`config.mk`:
```
export PLATFORM = sky130hd
export DESIGN_NAME = dma_hold_engine
export DESIGN_NICKNAME = d
export VERILOG_FILES = /design/src/rtl/dma_pkg.sv /design/src/rtl/dma_cfg_regs.sv /design/src/rtl/dma_datapath.sv /design/src/rtl/dma_seq.sv /design/src/rtl/dma_hold_engine.sv
export SDC_FILE = /design/constraint.sdc
export NUM_CORES = 1
export LEC_CHECK = 0
export ABC_AREA = 1
export BUFFER_PORTS_ARGS = -buffer_cell sky130_fd_sc_hd__buf_2
export CAP_MARGIN = 5
export CORE_MARGIN = 2
export CORE_UTILIZATION = 58
export DETAILED_ROUTE_END_ITERATION = 7
export PLACE_DENSITY_LB_ADDON = 0.1
export SETUP_SLACK_MARGIN = 0.2
export SYNTH_ARGS = -nofsm -noshare
export SYNTH_HDL_FRONTEND = slang
export SYNTH_SLANG_ARGS = --single-unit
```
`constraint.sdc`:
```
create_clock -name clk -period 1.9 [get_ports clk]
set_clock_uncertainty 0.15 [all_clocks]
set_input_delay 0.095 -clock clk [delete_from_list [all_inputs] [get_ports clk]]
set_output_delay 0.095 -clock clk [all_outputs]
set_load 0.02 [all_outputs]
```
`src/rtl/dma_pkg.sv`:
```
package dma_pkg;
    typedef enum logic [2:0] {
        ST_IDLE,
        ST_REQ,
        ST_ACK,
        ST_SETUP,
        ST_STROBE,
        ST_RELEASE
    } dma_state_e;

    localparam logic [1:0] SEL_CTRL = 2'd0;
    localparam logic [1:0] SEL_ADDR = 2'd1;
    localparam logic [1:0] SEL_CNT  = 2'd2;
    localparam logic [1:0] SEL_STAT = 2'd3;
endpackage

```
`src/rtl/dma_cfg_regs.sv`:
```
module dma_cfg_regs
    import dma_pkg::*;
#(
    parameter int ADDR_W = 16,
    parameter int CNT_W  = 16,
    parameter int DEV_W  = 3,
    parameter int REG_W  = 16
) (
    input  logic              clk,
    input  logic              rst_n,
    input  logic              cfg_we,
    input  logic [1:0]        cfg_sel,
    input  logic [REG_W-1:0]  cfg_wdata,
    input  logic              busy,
    input  logic              done,
    output logic              arm,
    output logic              dir,
    output logic [DEV_W-1:0]  dev,
    output logic [ADDR_W-1:0] start_addr,
    output logic [CNT_W-1:0]  count,
    output logic              irq
);
    typedef struct packed {
        logic              arm;
        logic              dir;
        logic [DEV_W-1:0]  dev;
        logic [ADDR_W-1:0] addr;
        logic [CNT_W-1:0]  cnt;
        logic              irq;
    } cfg_t;

    cfg_t r_d, r_q;

    always_comb begin
        r_d = r_q;
        if (cfg_we && !busy) begin
            case (cfg_sel)
                SEL_CTRL: begin
                    r_d.arm = cfg_wdata[0];
                    r_d.dir = cfg_wdata[1];
                    r_d.dev = cfg_wdata[2 +: DEV_W];
                end
                SEL_ADDR: r_d.addr = cfg_wdata[ADDR_W-1:0];
                SEL_CNT:  r_d.cnt  = cfg_wdata[CNT_W-1:0];
                default: ;
            endcase
        end
        if (cfg_we && cfg_sel == SEL_STAT && cfg_wdata[0])
            r_d.irq = 1'b0;
        if (done) begin
            r_d.arm = 1'b0;
            r_d.irq = 1'b1;
        end
    end

    always_ff @(posedge clk) begin
        if (!rst_n) r_q <= '0;
        else        r_q <= r_d;
    end

    assign arm        = r_q.arm;
    assign dir        = r_q.dir;
    assign dev        = r_q.dev;
    assign start_addr = r_q.addr;
    assign count      = r_q.cnt;
    assign irq        = r_q.irq;

    p_cfg_frozen_r10: assert property (@(posedge clk) disable iff (!rst_n)
        busy |=> ($stable(r_q.addr) && $stable(r_q.cnt) && $stable(r_q.dir) && $stable(r_q.dev)));

    p_irq_sticky_r9: assert property (@(posedge clk) disable iff (!rst_n)
        (r_q.irq && !(cfg_we && cfg_sel == SEL_STAT && cfg_wdata[0])) |=> r_q.irq);
endmodule

```
`src/rtl/dma_datapath.sv`:
```
module dma_datapath #(
    parameter int ADDR_W = 16,
    parameter int CNT_W  = 16
) (
    input  logic              clk,
    input  logic              rst_n,
    input  logic              start,
    input  logic              step,
    input  logic              busy,
    input  logic [ADDR_W-1:0] load_addr,
    input  logic [CNT_W-1:0]  load_cnt,
    output logic [ADDR_W-1:0] cur_addr,
    output logic              last
);
    localparam logic [CNT_W-1:0] ONE = CNT_W'(1);

    typedef struct packed {
        logic [ADDR_W-1:0] addr;
        logic [CNT_W-1:0]  left;
    } dp_t;

    dp_t r_d, r_q;

    always_comb begin
        r_d = r_q;
        if (start) begin
            r_d.addr = load_addr;
            r_d.left = (load_cnt == '0) ? ONE : load_cnt;
        end else if (step) begin
            r_d.addr = r_q.addr + ADDR_W'(1);
            r_d.left = r_q.left - ONE;
        end
    end

    always_ff @(posedge clk) begin
        if (!rst_n) r_q <= '0;
        else        r_q <= r_d;
    end

    assign cur_addr = r_q.addr;
    assign last     = (r_q.left == ONE);

    p_left_nonzero_r8: assert property (@(posedge clk) disable iff (!rst_n)
        busy |-> (r_q.left != '0));

    p_start_idle_r2: assert property (@(posedge clk) disable iff (!rst_n)
        start |-> !busy);
endmodule

```
`src/rtl/dma_seq.sv`:
```
module dma_seq
    import dma_pkg::*;
(
    input  logic clk,
    input  logic rst_n,
    input  logic arm,
    input  logic dreq,
    input  logic hlda,
    input  logic last,
    output logic start,
    output logic step,
    output logic done,
    output logic busy,
    output logic hrq,
    output logic dack,
    output logic drive,
    output logic strobe
);
    typedef struct packed {
        dma_state_e st;
    } seq_t;

    seq_t r_d, r_q;

    always_comb begin
        r_d   = r_q;
        start = 1'b0;
        step  = 1'b0;
        done  = 1'b0;
        case (r_q.st)
            ST_IDLE: if (arm && dreq) begin
                r_d.st = ST_REQ;
                start  = 1'b1;
            end
            ST_REQ:    if (hlda) r_d.st = ST_ACK;
            ST_ACK:    r_d.st = ST_SETUP;
            ST_SETUP:  r_d.st = ST_STROBE;
            ST_STROBE: r_d.st = ST_RELEASE;
            ST_RELEASE: begin
                step = 1'b1;
                if (last) begin
                    r_d.st = ST_IDLE;
                    done   = 1'b1;
                end else begin
                    r_d.st = ST_SETUP;
                end
            end
            default: r_d.st = ST_IDLE;
        endcase
    end

    always_ff @(posedge clk) begin
        if (!rst_n) r_q.st <= ST_IDLE;
        else        r_q    <= r_d;
    end

    assign busy   = (r_q.st != ST_IDLE);
    assign hrq    = busy;
    assign dack   = (r_q.st == ST_ACK) || (r_q.st == ST_SETUP) ||
                    (r_q.st == ST_STROBE) || (r_q.st == ST_RELEASE);
    assign drive  = (r_q.st == ST_SETUP) || (r_q.st == ST_STROBE) ||
                    (r_q.st == ST_RELEASE);
    assign strobe = (r_q.st == ST_STROBE);

    p_grant_before_ack_r4: assert property (@(posedge clk) disable iff (!rst_n)
        (r_q.st == ST_ACK) |-> $past(hlda));

    p_strobe_after_setup_r5: assert property (@(posedge clk) disable iff (!rst_n)
        strobe |-> $past(r_q.st == ST_SETUP));
endmodule

```
`src/rtl/dma_hold_engine.sv`:
```
module dma_hold_engine
    import dma_pkg::*;
#(
    parameter int ADDR_W = 16,
    parameter int CNT_W  = 16,
    parameter int DEV_W  = 3,
    parameter int REG_W  = (ADDR_W > CNT_W) ? ADDR_W : CNT_W
) (
    input  logic              clk,
    input  logic              rst_n,
    input  logic              cfg_we,
    input  logic [1:0]        cfg_sel,
    input  logic [REG_W-1:0]  cfg_wdata,
    output logic              irq,
    input  logic              dev_req,
    output logic              dev_ack,
    output logic [DEV_W-1:0]  dev_sel,
    output logic              hold_req,
    input  logic              bus_grant,
    output logic [ADDR_W-1:0] bus_addr,
    output logic              mem_rd,
    output logic              mem_wr,
    output logic              io_rd,
    output logic              io_wr
);
    logic              arm, dir, busy, done, start, step, last, drive, strobe;
    logic [DEV_W-1:0]  dev;
    logic [ADDR_W-1:0] start_addr, cur_addr;
    logic [CNT_W-1:0]  count;

    dma_cfg_regs #(.ADDR_W(ADDR_W), .CNT_W(CNT_W), .DEV_W(DEV_W), .REG_W(REG_W)) u_regs (
        .clk(clk), .rst_n(rst_n), .cfg_we(cfg_we), .cfg_sel(cfg_sel),
        .cfg_wdata(cfg_wdata), .busy(busy), .done(done), .arm(arm), .dir(dir),
        .dev(dev), .start_addr(start_addr), .count(count), .irq(irq)
    );

    dma_datapath #(.ADDR_W(ADDR_W), .CNT_W(CNT_W)) u_dp (
        .clk(clk), .rst_n(rst_n), .start(start), .step(step), .busy(busy),
        .load_addr(start_addr), .load_cnt(count), .cur_addr(cur_addr), .last(last)
    );

    dma_seq u_seq (
        .clk(clk), .rst_n(rst_n), .arm(arm), .dreq(dev_req), .hlda(bus_grant),
        .last(last), .start(start), .step(step), .done(done), .busy(busy),
        .hrq(hold_req), .dack(dev_ack), .drive(drive), .strobe(strobe)
    );

    assign bus_addr = drive ? cur_addr : '0;
    assign dev_sel  = dev_ack ? dev : '0;
    assign mem_rd   = strobe && !dir;
    assign io_wr    = strobe && !dir;
    assign io_rd    = strobe && dir;
    assign mem_wr   = strobe && dir;

    p_hold_until_done_r3: assert property (@(posedge clk) disable iff (!rst_n)
        $fell(hold_req) |-> (irq && !dev_ack));

    p_addr_held_r5: assert property (@(posedge clk) disable iff (!rst_n)
        (mem_rd || mem_wr || io_rd || io_wr) |-> ($stable(bus_addr) && dev_ack));

    p_pairing_r6: assert property (@(posedge clk) disable iff (!rst_n)
        $onehot0({mem_rd, mem_wr}) && (mem_rd == io_wr) && (mem_wr == io_rd));

    p_ack_needs_hold_r4: assert property (@(posedge clk) disable iff (!rst_n)
        dev_ack |-> hold_req);
endmodule

```
Word-level counts from Yosys, hierarchy flattened
Index checks and enable logic that the tools add are counted.
Word-level totals
  output and inout bits: 26
  register bits: 73
  word-level logic and storage cells: 63
  input port bits: 23
Operators by class
  bitwise gates (word level): 1
  reductions and logical operators: 24
  equality and inequality tests: 11
  $add $sub $neg: 2
  mux-type cells: 16
Operators with widths (number)
  $mux 32: 2
  $mux 16: 2
  $pmux 3 s6: 1
  $add 16x1->16 const B: 1
  $eq 16x1->1 const B: 1
  $logic_not 16->1: 1
  $sub 16x1->16 const B: 1
  $mux 3: 3
  $reduce_and 2->1: 4
  $mux 1: 7
  $eq 3x2->1 const B: 2
  $eq 3x3->1 const B: 2
  $logic_and 1x1->1: 6
  $logic_or 1x1->1: 5
  $eq 2x2->1 const B: 2
  $reduce_bool 2->1: 2
  $eq 3x1->1 const B: 1
  $logic_not 3->1: 1
  $reduce_bool 3->1: 1
  $eq 2x1->1 const B: 1
  $logic_not 1->1: 2
  $logic_not 2->1: 1
  $mux 2: 1
  $ne 2x1->1 const B: 1
  other kinds (3): 3

Depth between registers and ports, before layout
  depth after elaboration: 5
  gate-level depth with buffers: 10
  depth with buffers taken out: 10

Hierarchy
Synthesis repeated with hierarchy kept, for this count alone.
Second synthesis, totals
  cell total of the unflattened synthesis: 682
  area total of the unflattened synthesis: 4400.5 um^2
Modules (own cells, without submodules)
  dma_datapath: cells each 361, area each 2321.0 um^2, times used 1, sequential area each 640.6 um^2
  dma_cfg_regs: cells each 235, area each 1639.1 um^2, times used 1, sequential area each 760.7 um^2
  dma_seq: cells each 40, area each 224.0 um^2, times used 1, sequential area each 60.1 um^2
  dma_hold_engine: cells each 46, area each 216.5 um^2, times used 1, sequential area each 0.0 um^2

Worst setup path before layout
No wires, ideal clock.
  kind: flip-flop to output port
  start: reg u_seq.r_q[0] in the netlist's numbering
  end: out dev_sel[0]
  data arrival time: 1213 ps
  required time: 1655 ps
  buffers on the path: 0
  stages on the path, launching flop included: 10
  path slack: 442 ps
  cell sequence: dfxtp_1 -> inv_2 -> nand2_2 -> nor2_1 -> inv_1 -> nand2_1 -> nor2_1 -> nand2_1 -> nand2_1 -> inv_1
On the way
  cells in the longest elaborated chain, start to end: 5
  elaborated cells on any way between the ends: 8
  classes of those cells: eq/ne: 4; mux: 1; reduce/logical: 3
Ends and longest elaborated chain
  from (decl): line dma_seq.sv:23  | seq_t r_d, r_q;
  from (signal assigned): line dma_seq.sv:54  | else r_q <= r_d;
  $eq 3x2->1: line dma_seq.sv:59  | assign dack = (r_q.st == ST_ACK) || (r_q.st == ST_SETUP) ||
  $logic_or 1x1->1 (2 in series): line dma_seq.sv:59
  $logic_or 1x1->1 (*): line dma_seq.sv:60  | (r_q.st == ST_STROBE) || (r_q.st == ST_RELEASE);
  via dev_ack: line dma_hold_engine.sv:16  | output logic dev_ack,
  $mux 3 (*): line dma_hold_engine.sv:49  | assign dev_sel = dev_ack ? dev : '0;
  to (decl): line dma_hold_engine.sv:17  | output logic [DEV_W-1:0] dev_sel,
Mark *: on every way through the listed nets, which the timed path passes. The rest lies on a longest branch.

Worst setup path in the final report
  start: reg u_seq.r_q[0] in the netlist's numbering
  end: out bus_addr[1]
On the way
  cells in the longest elaborated chain, start to end: 4
  elaborated cells on any way between the ends: 6
  classes of those cells: eq/ne: 3; mux: 1; reduce/logical: 2
Ends and longest elaborated chain
  $eq 3x2->1 / $eq 3x3->1 (equally long branches): line dma_seq.sv:61  | assign drive = (r_q.st == ST_SETUP) || (r_q.st == ST_STROBE) ||
  $logic_or 1x1->1: line dma_seq.sv:61
  $logic_or 1x1->1 (*): line dma_seq.sv:61
  $mux 16 (*): line dma_hold_engine.sv:48  | assign bus_addr = drive ? cur_addr : '0;
  to (decl): line dma_hold_engine.sv:20  | output logic [ADDR_W-1:0] bus_addr,
Every way passes the cells marked *; elsewhere a longest branch is shown, timed or not.

==> metrics.txt <==
nets=718; Setup violations, final=8; worst-margin pin slew=0.568 ns; Main synth FF type=dfxtp_1; max-cap violation count=0; first-pass GRT wire length=18.0 mm; status=finished with violations; Vias/cell=5.76; Total GRT Usage=30.6%; PnR worst setup slack=-0.0425 ns; placed cells=718; metal3 WL=1.20 mm; R2R Path End=u_dp.cur_addr[4]; Tmin final=1.94 ns; final cell count without fillers=774; worst r2r path cells=11; Die ar.=7370 um^2; crit share post-route=102%; Hold Path Sink=u_regs.start_addr[8]; M1 WL=5.02 mm; post-synthesis cell type count=34; HP Class=in -> reg; Async SR Flop Fraction=0%; vias in the first global route=3839; Met2 Wirelength=5.77 mm; Worst Setup Start Kind=flip-flop; Final Hold Viols=0; cts bufs inserted=9; WL per Instance=15.9 um; Post-Syn Area=3880 um^2; Residual DRC=2; Overflow after GRT=0; final hold slack=0.0384 ns; worst setup path class=reg -> out; H-tree levels=3; drt total wl=12.3 mm; min-delay src=cfg_sel[0]; cell row count=29; Synthesis Warnings=0; io pins=49; IO Port Bufs=48; Max Clock Freq=515 MHz; clk slew on worst S/H paths=0.08 ns; layout cell share with drive strength beyond 1=23.4%; RSZ-0062 raised after global routing=yes; Pre-antenna DRT Iters=7; syn nets=634; Pleak=2.36 nW; chip height=85.8 um; post-route cell area=5060 um^2; Die X=85.8 um; TritonCTS clock tree=built; WP data required=1.65 ns; ANT cells=0; initial cell density of the core=60.5%; Pwr Density=662 nW/um^2; r2r startpoint=u_seq.r_q[0]; synthesized flop and latch total=73; core area=6420 um^2; clock latency on the worst-skew pair=0.35 ns; largest net degree at the start of global routing=46; Critical Path End Type=output pin; slew margin rel.=62.1%; initial antenna violation count=0; total number of vias=4460; HPWL Detailed=7.12 mm; placed inst area=4170 um^2; Mapped Avg Cell Area=6.39 um^2; area grow syn2layout=30.3%; CTS Buffer Depth=2; Starting DRT DRC Count=579; Root Buffer=clkbuf_8; Slew Viols, Final=0; EDFF count, synth=0; hold path depth=3; post-synthesis sequential area ratio=37.6%; clk sink count=73; final core utilization=78.8%; failing checks=DRC, setup timing; WP data arrival=1.70 ns; Antenna Violating Nets Remaining=0; r2r setup slk=0.05 ns; VDD IR-drop max=0.458 mV; GPL Wtd Cong=0.856; Pwr Total=3.35 mW; CP max FO=8; highest metal used=met4; fill count=436; Cells after Synth=608
report_power, final:
part | leakage (nW) | total (mW) | switching, mW | internal (mW)
clock | 0.0974 | 1.23 | 0.592 | 0.641
combinational | 1.67 | 0.496 | 0.309 | 0.187
sequential | 0.596 | 1.62 | 0.0363 | 1.58
per-stage QoR:
| step | setup slack, ns | setup TNS (ns) |
|---|---|---|
| finish | -0.0425 | -0.145 |
| global route | -0.114 | -1.21 |
| CTS | 0.00280 | 0 |
| detailed placement | 0.188 | 0 |
| global placement | 0.205 | 0 |
| floorplan | 0.442 | 0 |
registers in the layout, summed over array words and instances, names as in the netlist:
signal	cells
u_regs.start_addr	16
u_regs.arm	1
u_dp.cur_addr	16
u_seq.r_q	3
u_dp.r_q	16
u_regs.count	16
u_regs.dir	1
u_regs.dev	3
u_regs.irq	1
final cells by class:
| class | count | area [um^2] | share of cell area [%] |
|---|---|---|---|
| clock buffer | 13 | 149 | 2.94 |
| clock inverter | 3 | 40.0 | 0.791 |
| inverter | 96 | 382 | 7.54 |
| multi-input combinational | 420 | 2200 | 43.5 |
| sequential | 73 | 1470 | 29.1 |
| tap | 77 | 96.3 | 1.90 |
| timing repair buffer | 91 | 713 | 14.1 |
| timing repair inverter | 1 | 7.51 | 0.148 |
critical path: stages (launching register included):
cell        delay, ns
dfxtp_4          0.39
inv_4            0.05
nand2_4          0.05
nor2_2           0.04
inv_2            0.05
nand2_2          0.07
nor2_4           0.15
clkinvlp_4       0.22
nand2_1          0.13
inv_1            0.06
buf_6            0.13
cells in the mapped netlist (2+ instances only):
| cell | instances | area share (%) |
|---|---|---|
| nand2_1 | 122 | 12 |
| nor2_1 | 103 | 10 |
| inv_1 | 90 | 8.7 |
| dfxtp_1 | 73 | 38 |
| o21ai_0 | 48 | 6.2 |
| a21oi_1 | 42 | 5.4 |
| nand3_1 | 34 | 4.4 |
| o21ai_1 | 19 | 2.4 |
| buf_2 | 10 | 1.3 |
| a31oi_1 | 6 | 0.97 |
| buf_4 | 6 | 1.2 |
| inv_2 | 6 | 0.58 |
| nand4_1 | 6 | 0.97 |
| clkbuf_1 | 5 | 0.48 |
| nand2_2 | 5 | 0.81 |
| o22ai_1 | 4 | 0.64 |
| ha_1 | 3 | 0.97 |
| nand3_2 | 3 | 0.77 |
| o211ai_1 | 3 | 0.58 |
| a211oi_1 | 2 | 0.39 |
| buf_1 | 2 | 0.19 |
| nand3_4 | 2 | 0.90 |
| nor3_1 | 2 | 0.26 |
| o31ai_1 | 2 | 0.39 |
cells by family after synthesis:
kind of cell	after synthesis	share of synthesized area [%]
and+or+nand+nor	283	31.1
adders and majority gates	3	0.967
DFF	73	37.6
buffers and inverters	120	12.7
AOI/OAI and AO/OA	127	17.2
xor gates and xnor gates	2	0.451
placed cells by master (no fill, tap or decap), drive strengths merged, types with 4 or more instances in the layout:
| cell type | count |
|---|---|
| nand4 | 6 |
| o22ai | 4 |
| nand3 | 44 |
| o21ai | 67 |
| inv | 95 |
| a31oi | 6 |
| a21oi | 42 |
| clkbuf | 13 |
| dlygate4sd3 | 17 |
| buf | 74 |
| nor2 | 105 |
| nand2 | 127 |
| dfxtp | 73 |
timing repair:
item	CTS	global route
buffers inserted	6	9
resized for setup	22	104
hold buffers	17	0
pin swaps	7	21
cloned	2	6
hold endpoints to repair	38	0
setup endpoints to repair	26	87
worst max path at each step:
stage,endpoint,slack [ns],cells past startpoint,startpoint
4_1_cts,bus_addr[2],0.003,8,u_seq.r_q[1]
3_5_place_dp,u_regs.count[6],0.19,9,u_seq.r_q[0]
5_1_grt,bus_addr[1],-0.11,10,u_seq.r_q[0]
3_3_place_gp,u_regs.count[4],0.20,9,u_seq.r_q[0]
2_1_floorplan,dev_sel[0],0.44,9,u_seq.r_q[0]
6_report,bus_addr[1],-0.04,10,u_seq.r_q[0]
metal layers:
layer  up-vias  track usage (%)
li1       2111                -
met2       254             50.9
met4         0             10.1
met3        33             5.29
met1      2062             40.4
met5         -                0
(Power assumes the default switching activity.)
